===== src/rtl/cla_pkg.sv =====
package cla_pkg;
    localparam int CLA_DEFAULT_WIDTH   = 16;
    localparam int CLA_DEFAULT_GROUP_W = 4;
endpackage


===== src/rtl/cla_pg_bits.sv =====
module cla_pg_bits #(
    parameter int W = 16
) (
    input  logic [W-1:0] a_i,
    input  logic [W-1:0] b_i,
    output logic [W-1:0] gen_o,
    output logic [W-1:0] prop_o
);
    always_comb begin
        gen_o  = a_i & b_i;
        prop_o = a_i ^ b_i;
    end
endmodule


===== src/rtl/cla_lookahead.sv =====
module cla_lookahead #(
    parameter int N = 4
) (
    input  logic [N-1:0] gen_i,
    input  logic [N-1:0] prop_i,
    input  logic         carry_i,
    output logic [N:0]   carry_o,
    output logic         grp_gen_o,
    output logic         grp_prop_o
);
    // Carry out of position hi as a flat sum of products:
    // each generate term ANDed with every propagate above it,
    // plus the incoming carry ANDed with all propagates up to hi.
    function automatic logic span_carry(input logic [N-1:0] g,
                                        input logic [N-1:0] p,
                                        input logic         c,
                                        input int           hi);
        logic res;
        logic term;
        res = 1'b0;
        for (int j = 0; j <= hi; j++) begin
            term = g[j];
            for (int k = j + 1; k <= hi; k++) begin
                term = term & p[k];
            end
            res = res | term;
        end
        term = c;
        for (int k = 0; k <= hi; k++) begin
            term = term & p[k];
        end
        return res | term;
    endfunction

    always_comb begin
        carry_o[0] = carry_i;
        for (int i = 0; i < N; i++) begin
            carry_o[i+1] = span_carry(gen_i, prop_i, carry_i, i);
        end
        grp_gen_o  = span_carry(gen_i, prop_i, 1'b0, N - 1);
        grp_prop_o = &prop_i;
    end

    always_comb begin
        for (int i = 0; i < N; i++) begin

            generate_chk: assert (!gen_i[i] || carry_o[i+1])
                else $error("generate at %0d did not carry", i);

            kill_chk: assert (gen_i[i] || prop_i[i] || !carry_o[i+1])
                else $error("kill at %0d let a carry through", i);
        end

        pass_chk: assert (!grp_prop_o || (carry_o[N] == carry_i))
            else $error("full propagate did not pass carry");

        group_gen_chk: assert (!grp_gen_o || carry_o[N])
            else $error("group generate without carry out");
    end
endmodule


===== src/rtl/cla_adder16.sv =====
module cla_adder16 #(
    parameter int WIDTH   = cla_pkg::CLA_DEFAULT_WIDTH,
    parameter int GROUP_W = cla_pkg::CLA_DEFAULT_GROUP_W
) (
    input  logic [WIDTH-1:0] a_i,
    input  logic [WIDTH-1:0] b_i,
    input  logic             cin_i,
    output logic [WIDTH-1:0] sum_o,
    output logic             cout_o,
    output logic             ovf_o
);
    localparam int NGRP = WIDTH / GROUP_W;

    logic [WIDTH-1:0] bit_gen;
    logic [WIDTH-1:0] bit_prop;
    logic [WIDTH-1:0] bit_carry;
    logic [NGRP-1:0]  grp_gen;
    logic [NGRP-1:0]  grp_prop;
    logic [NGRP:0]    top_carry;
    logic [GROUP_W:0] grp_carry [NGRP];
    logic             all_gen;
    logic             all_prop;

    cla_pg_bits #(.W(WIDTH)) u_pg (
        .a_i    (a_i),
        .b_i    (b_i),
        .gen_o  (bit_gen),
        .prop_o (bit_prop)
    );

    for (genvar k = 0; k < NGRP; k++) begin : g_grp
        cla_lookahead #(.N(GROUP_W)) u_grp (
            .gen_i      (bit_gen[k*GROUP_W +: GROUP_W]),
            .prop_i     (bit_prop[k*GROUP_W +: GROUP_W]),
            .carry_i    (top_carry[k]),
            .carry_o    (grp_carry[k]),
            .grp_gen_o  (grp_gen[k]),
            .grp_prop_o (grp_prop[k])
        );
        for (genvar i = 0; i < GROUP_W; i++) begin : g_bit
            assign bit_carry[k*GROUP_W + i] = grp_carry[k][i];
        end
    end

    cla_lookahead #(.N(NGRP)) u_top (
        .gen_i      (grp_gen),
        .prop_i     (grp_prop),
        .carry_i    (cin_i),
        .carry_o    (top_carry),
        .grp_gen_o  (all_gen),
        .grp_prop_o (all_prop)
    );

    always_comb begin
        sum_o  = bit_prop ^ bit_carry;
        cout_o = top_carry[NGRP];
        ovf_o  = top_carry[NGRP] ^ bit_carry[WIDTH-1];
    end

    always_comb begin

        sum_chk: assert ({cout_o, sum_o} ==
                         ({1'b0, a_i} + {1'b0, b_i} + {{WIDTH{1'b0}}, cin_i}))
            else $error("sum mismatch");

        ovf_chk: assert (ovf_o == ((a_i[WIDTH-1] == b_i[WIDTH-1]) &&
                                   (sum_o[WIDTH-1] != a_i[WIDTH-1])))
            else $error("overflow flag mismatch");

        cout_chk: assert (!(all_gen || (all_prop && cin_i)) || cout_o)
            else $error("carry out missing");
        for (int k = 0; k < NGRP; k++) begin

            boundary_chk: assert (grp_carry[k][GROUP_W] == top_carry[k+1])
                else $error("group %0d boundary carry disagrees", k);
        end
    end
endmodule


===== config.mk =====
export PLATFORM = sky130hd
export DESIGN_NAME = cla_adder16
export DESIGN_NICKNAME = d
export VERILOG_FILES = /design/src/rtl/cla_pkg.sv /design/src/rtl/cla_pg_bits.sv /design/src/rtl/cla_lookahead.sv /design/src/rtl/cla_adder16.sv
export SDC_FILE = /design/constraint.sdc
export NUM_CORES = 1
export LEC_CHECK = 0
export ABC_AREA = 1
export BUFFER_PORTS_ARGS = -buffer_cell sky130_fd_sc_hd__buf_2
export CAP_MARGIN = 5
export CORE_MARGIN = 2
export CORE_UTILIZATION = 54
export DETAILED_ROUTE_END_ITERATION = 6
export PLACE_DENSITY = 0.94
export SYNTH_ARGS = -nofsm -noshare
export SYNTH_HDL_FRONTEND = slang
export SYNTH_HIERARCHICAL = 1
export SYNTH_SLANG_ARGS = --single-unit

===== constraint.sdc =====
create_clock -name vclk -period 2.4
set_clock_uncertainty 0.1 [all_clocks]
set_input_delay 0.12 -clock vclk [all_inputs]
set_output_delay 0.12 -clock vclk [all_outputs]
set_load 0.02 [all_outputs]

* Yosys cells after proc, flatten, opt, wreduce, memory -nomap -nowiden
Cells that the tools add are included.
** Storage, ports and cells
- Register bits after elaboration :: 0
- Latch bits :: 0
- RAM bits :: 0
- ROM bits :: 0
- Input bits :: 33
- Output and inout bits :: 18
- Word-level logic and storage cells :: 100
- Memories :: 0
** Cells by class
- $add $sub $neg :: 0
- Multipliers :: 0
- Div/mod/pow operators :: 0
- Order comparisons :: 0
- Eq/ne operators :: 0
- Shift operators :: 0
- Mux-type cells :: 0
- Bitwise gates (word level) :: 96
- Reductions and logical operators :: 4
** Operators by type and width (number)
- $and A1 B1 Y1 :: 46
- $or A1 B1 Y1 :: 46
- $xor A16 B16 Y16 :: 2
- $and A16 B16 Y16 :: 1
- $reduce_and A4 Y1 :: 4
- $xor A1 B1 Y1 :: 1

* Longest topological paths before layout
- Depth in word-level cells :: 17
- Gate-level depth with buffers :: 14
- Mapped depth without buffers :: 14

* Modules after synthesis
The synthesis kept the hierarchy.
** By module, submodules not included
- cla_lookahead :: times used 5, cells an instance 22, area an instance 118.9 sq um, sequential area each 0.0 sq um
- cla_adder16 :: times used 1, cells an instance 84, area an instance 315.3 sq um, sequential area each 0.0 sq um
- cla_pg_bits :: times used 1, cells an instance 16, area an instance 200.2 sq um, sequential area each 0.0 sq um

* Worst setup path before layout
Ideal clock, no wire load.
- Path type :: input-to-output
- Start :: input a_i[1]
- End :: output ovf_o
- Arrival :: 1.519 ns
- Required time :: 2.180 ns
- Setup slack :: 0.661 ns
- Stages on the path :: 14
- Buffers on the path :: 0
- Cell sequence :: ha_1 > nand2_1 > nand2_1 > nand2_1 > nand2_1 > nand3_1 > nand2_1 > nor2_1 > nand2_1 > nand4_1 > nand2_1 > inv_1 > nand2_1 > nand2_1
** Between the ends
- Cells in the longest elaborated chain, start to end :: 17
- Elaborated cells between the ends (all ways) :: 30
- Those cells by class :: bitwise: 29; reduce/logical: 1
** RTL lines
- start: declaration :: RTL line cla_adder16.sv:5 : input logic [WIDTH-1:0] a_i,
- $xor A16 B16 Y16 :: RTL line cla_pg_bits.sv:11 : prop_o = a_i ^ b_i;
- $and A1 B1 Y1 (2 in a row) :: RTL line cla_lookahead.sv:24 : term = term & p[k];
- $and A1 B1 Y1
- $or A1 B1 Y1 * (2 in a row) :: RTL line cla_lookahead.sv:26 : res = res | term;
- $or A1 B1 Y1 *
- named net grp_gen[0] :: RTL line cla_adder16.sv:17 : logic [NGRP-1:0] grp_gen;
- $and A1 B1 Y1 * (2 in a row) :: RTL line cla_lookahead.sv:24
- $or A1 B1 Y1 * (2 in a row) :: RTL line cla_lookahead.sv:26
- $or A1 B1 Y1 * :: RTL line cla_lookahead.sv:32 : return res | term;
- named net top_carry[3] :: RTL line cla_adder16.sv:19 : logic [NGRP:0] top_carry;
- $and A1 B1 Y1 * (2 in a row) :: RTL line cla_lookahead.sv:30 : term = term & p[k];
- $and A1 B1 Y1 *
- $or A1 B1 Y1 * :: RTL line cla_lookahead.sv:32
- named net bit_carry[15] :: RTL line cla_adder16.sv:16 : logic [WIDTH-1:0] bit_carry;
- $xor A1 B1 Y1 * :: RTL line cla_adder16.sv:57 : ovf_o = top_carry[NGRP] ^ bit_carry[WIDTH-1];
- end: declaration :: RTL line cla_adder16.sv:10 : output logic ovf_o
Mark *: on every way through the listed nets, which the timed path passes. The rest lies on a longest branch.

* Worst setup path after layout
- Start :: input a_i[2]
- End :: output sum_o[15]
** Between the ends
- Cells in the longest elaborated chain, start to end :: 16
- Elaborated cells between the ends (all ways) :: 24
- Those cells by class :: bitwise: 23; reduce/logical: 1
** RTL lines
- $xor A16 B16 Y16 * :: RTL line cla_pg_bits.sv:11
- named net bit_prop[2] :: RTL line cla_adder16.sv:15 : logic [WIDTH-1:0] bit_prop;
- $and A1 B1 Y1 :: RTL line cla_lookahead.sv:24
- $and A1 B1 Y1
- $or A1 B1 Y1 * (2 in a row) :: RTL line cla_lookahead.sv:26
- $or A1 B1 Y1 *
- named net grp_gen[0] :: RTL line cla_adder16.sv:17
- $and A1 B1 Y1 * (2 in a row) :: RTL line cla_lookahead.sv:24
- $or A1 B1 Y1 * (2 in a row) :: RTL line cla_lookahead.sv:26
- $or A1 B1 Y1 * :: RTL line cla_lookahead.sv:32
- named net top_carry[3] :: RTL line cla_adder16.sv:19
- $and A1 B1 Y1 * (2 in a row) :: RTL line cla_lookahead.sv:30
- $and A1 B1 Y1 *
- $or A1 B1 Y1 * :: RTL line cla_lookahead.sv:32
- named net bit_carry[15] :: RTL line cla_adder16.sv:16
- $xor A16 B16 Y16 * :: RTL line cla_adder16.sv:55 : sum_o = bit_prop ^ bit_carry;
- end: declaration :: RTL line cla_adder16.sv:8 : output logic [WIDTH-1:0] sum_o,
Marked as above.

==> metrics.cfg <==
[run_status]
status=finished, final reports clean

[power]
total_power_mw=0.3825
leakage_nw=0.9347
max-vdd-ir-drop_mv=0.1692
powerDensity_nw_per_um2=296.5

[layout]
fin_area_um2=1290
nets=298
clock_buffers=0
layout-drive-gt1-share_pct=27.53
seq_area_um2=0
seq_cells=0
area_delta_synth_final_pct=23.92
antennaDiodeCount=0
instances_no_fill=272
multi_input_area_um2=842.1
n_fill_cell=196

[placed_design]
place_inst=272
portBuffers=51
hpwl_um=1754
routabilityCongestion=0.7910
dpl_cell_area_um2=1290

[worst_setup_path]
worst_ep_required_time_ps=2180
crit_fanout=6
critPathCaptureType=output pin
cpMostUsedCell=nand2_1
cp_cell_sequence=buf_2 > ha_1 > nand2_2 > inv_1 > nand2_1 > nand2_1 > nand3_1 > nand2_1 > nor2_1 > nand2_1 > nand4_1 > nand2_1 > inv_1 > nand2_1 > nand2_1 > buf_2
crit_arrival_ps=1750
criticalPathCategory=input pin to output pin
max_stage_delay_ps=380
slowest_stage=ha_1
crit_start=a_i[2]
worstSetupStartpointType=input pin

[floorplan]
coreArea_um2=1764
io_pins=51
dieWidth_um=47.91
floorplan.initialDensity_pct=59.01
die-area_um2=2295
die_y_um=47.91
row_count=15

[timing]
tns_ps=0
hold_violations=0
period_needed_ps=1970
worstMarginPinSlew_ps=213.4
whs_ps=560.3
period_share_pct=82.06
fmax_mhz=507.7
maxSlewViolCount=0
slew_headroom_pct=85.77
setup_violations=0
rsz0062_at_grt=false

[drt]
wl_um=1962
drt_iter0_drc=12
wl_per_cell_um=7.213
drcViolationCount=0
drtPass1Iterations=4
vias_per_cell=4.518
antenna_left=0
num_vias=1229

[global_routing]
grt_antenna_before_repair=0
grt_max_degree=10
grt.overflow.total=0
grt_usage_pct=16.97
grt_pass1_vias=853
grt_pass1_wl_um=3056

[worst_hold_path]
hp-class=input pin to output pin
hp-start=cin_i

[job]
maxCapViolCount=0

[yosys]
syn_inst=201
yosys_warnings=6
synth_nets=250
synth_area_um2=1041
postSynthAreaPerCell_um2=5.179

[clock_network]
hold_buffers=0
cts_setup_buffers=0
post_cts_resized=0

report_power, final:
part           switching, mW  internal [mW]  total, mW  leakage [nW]
registers                  0              0          0             0
clock network              0              0          0             0
logic                  0.239          0.144      0.383         0.935
total                  0.239          0.144      0.383         0.935
worst paths after layout:
| path | endpoint | cells past startpoint |
|---|---|---|
| setup / recovery | sum_o[15] | 16 |
| hold / removal | sum_o[0] | 4 |
metal layers:
layer	wire (um)	track usage [%]	part of all wire (%)
met1	937	23.30	48
met2	939	31.47	48
met3	84	0	4.3
met4	0	0	0
met5	0	0	0
through the flow:
stage	util (%)	setup WS, ps
3_3_place_gp	73.12	493.4
3_5_place_dp	73.12	443.1
5_1_grt	73.12	203.1
2_1_floorplan	-	743.7
4_1_cts	73.12	439.5
6_report	73.12	430.5
placed cells by master (no fill, tap or decap):
master,count
nand2_1,85
buf_2,51
inv_1,43
ha_1,16
nand3_1,15
nand2_2,11
nor2_1,5
nand4_1,5
a21o_1,5
a21oi_1,5
nor2_4,5
nand3_2,1
layout make-up:
type                       instances  area share, %
multi-input combinational        153          65.28
timing repair buffer              51          19.79
inverter                          43          12.51
tap                               25          2.425
worst max-delay path, delay by kind of cell:
| kind | cells | cell delay [ps] |
|---|---|---|
| buf+inv | 4 | 370 |
| simple gates | 11 | 880 |
| fa+ha+maj | 1 | 380 |
Note: power is estimated with default switching activity, not from simulation.
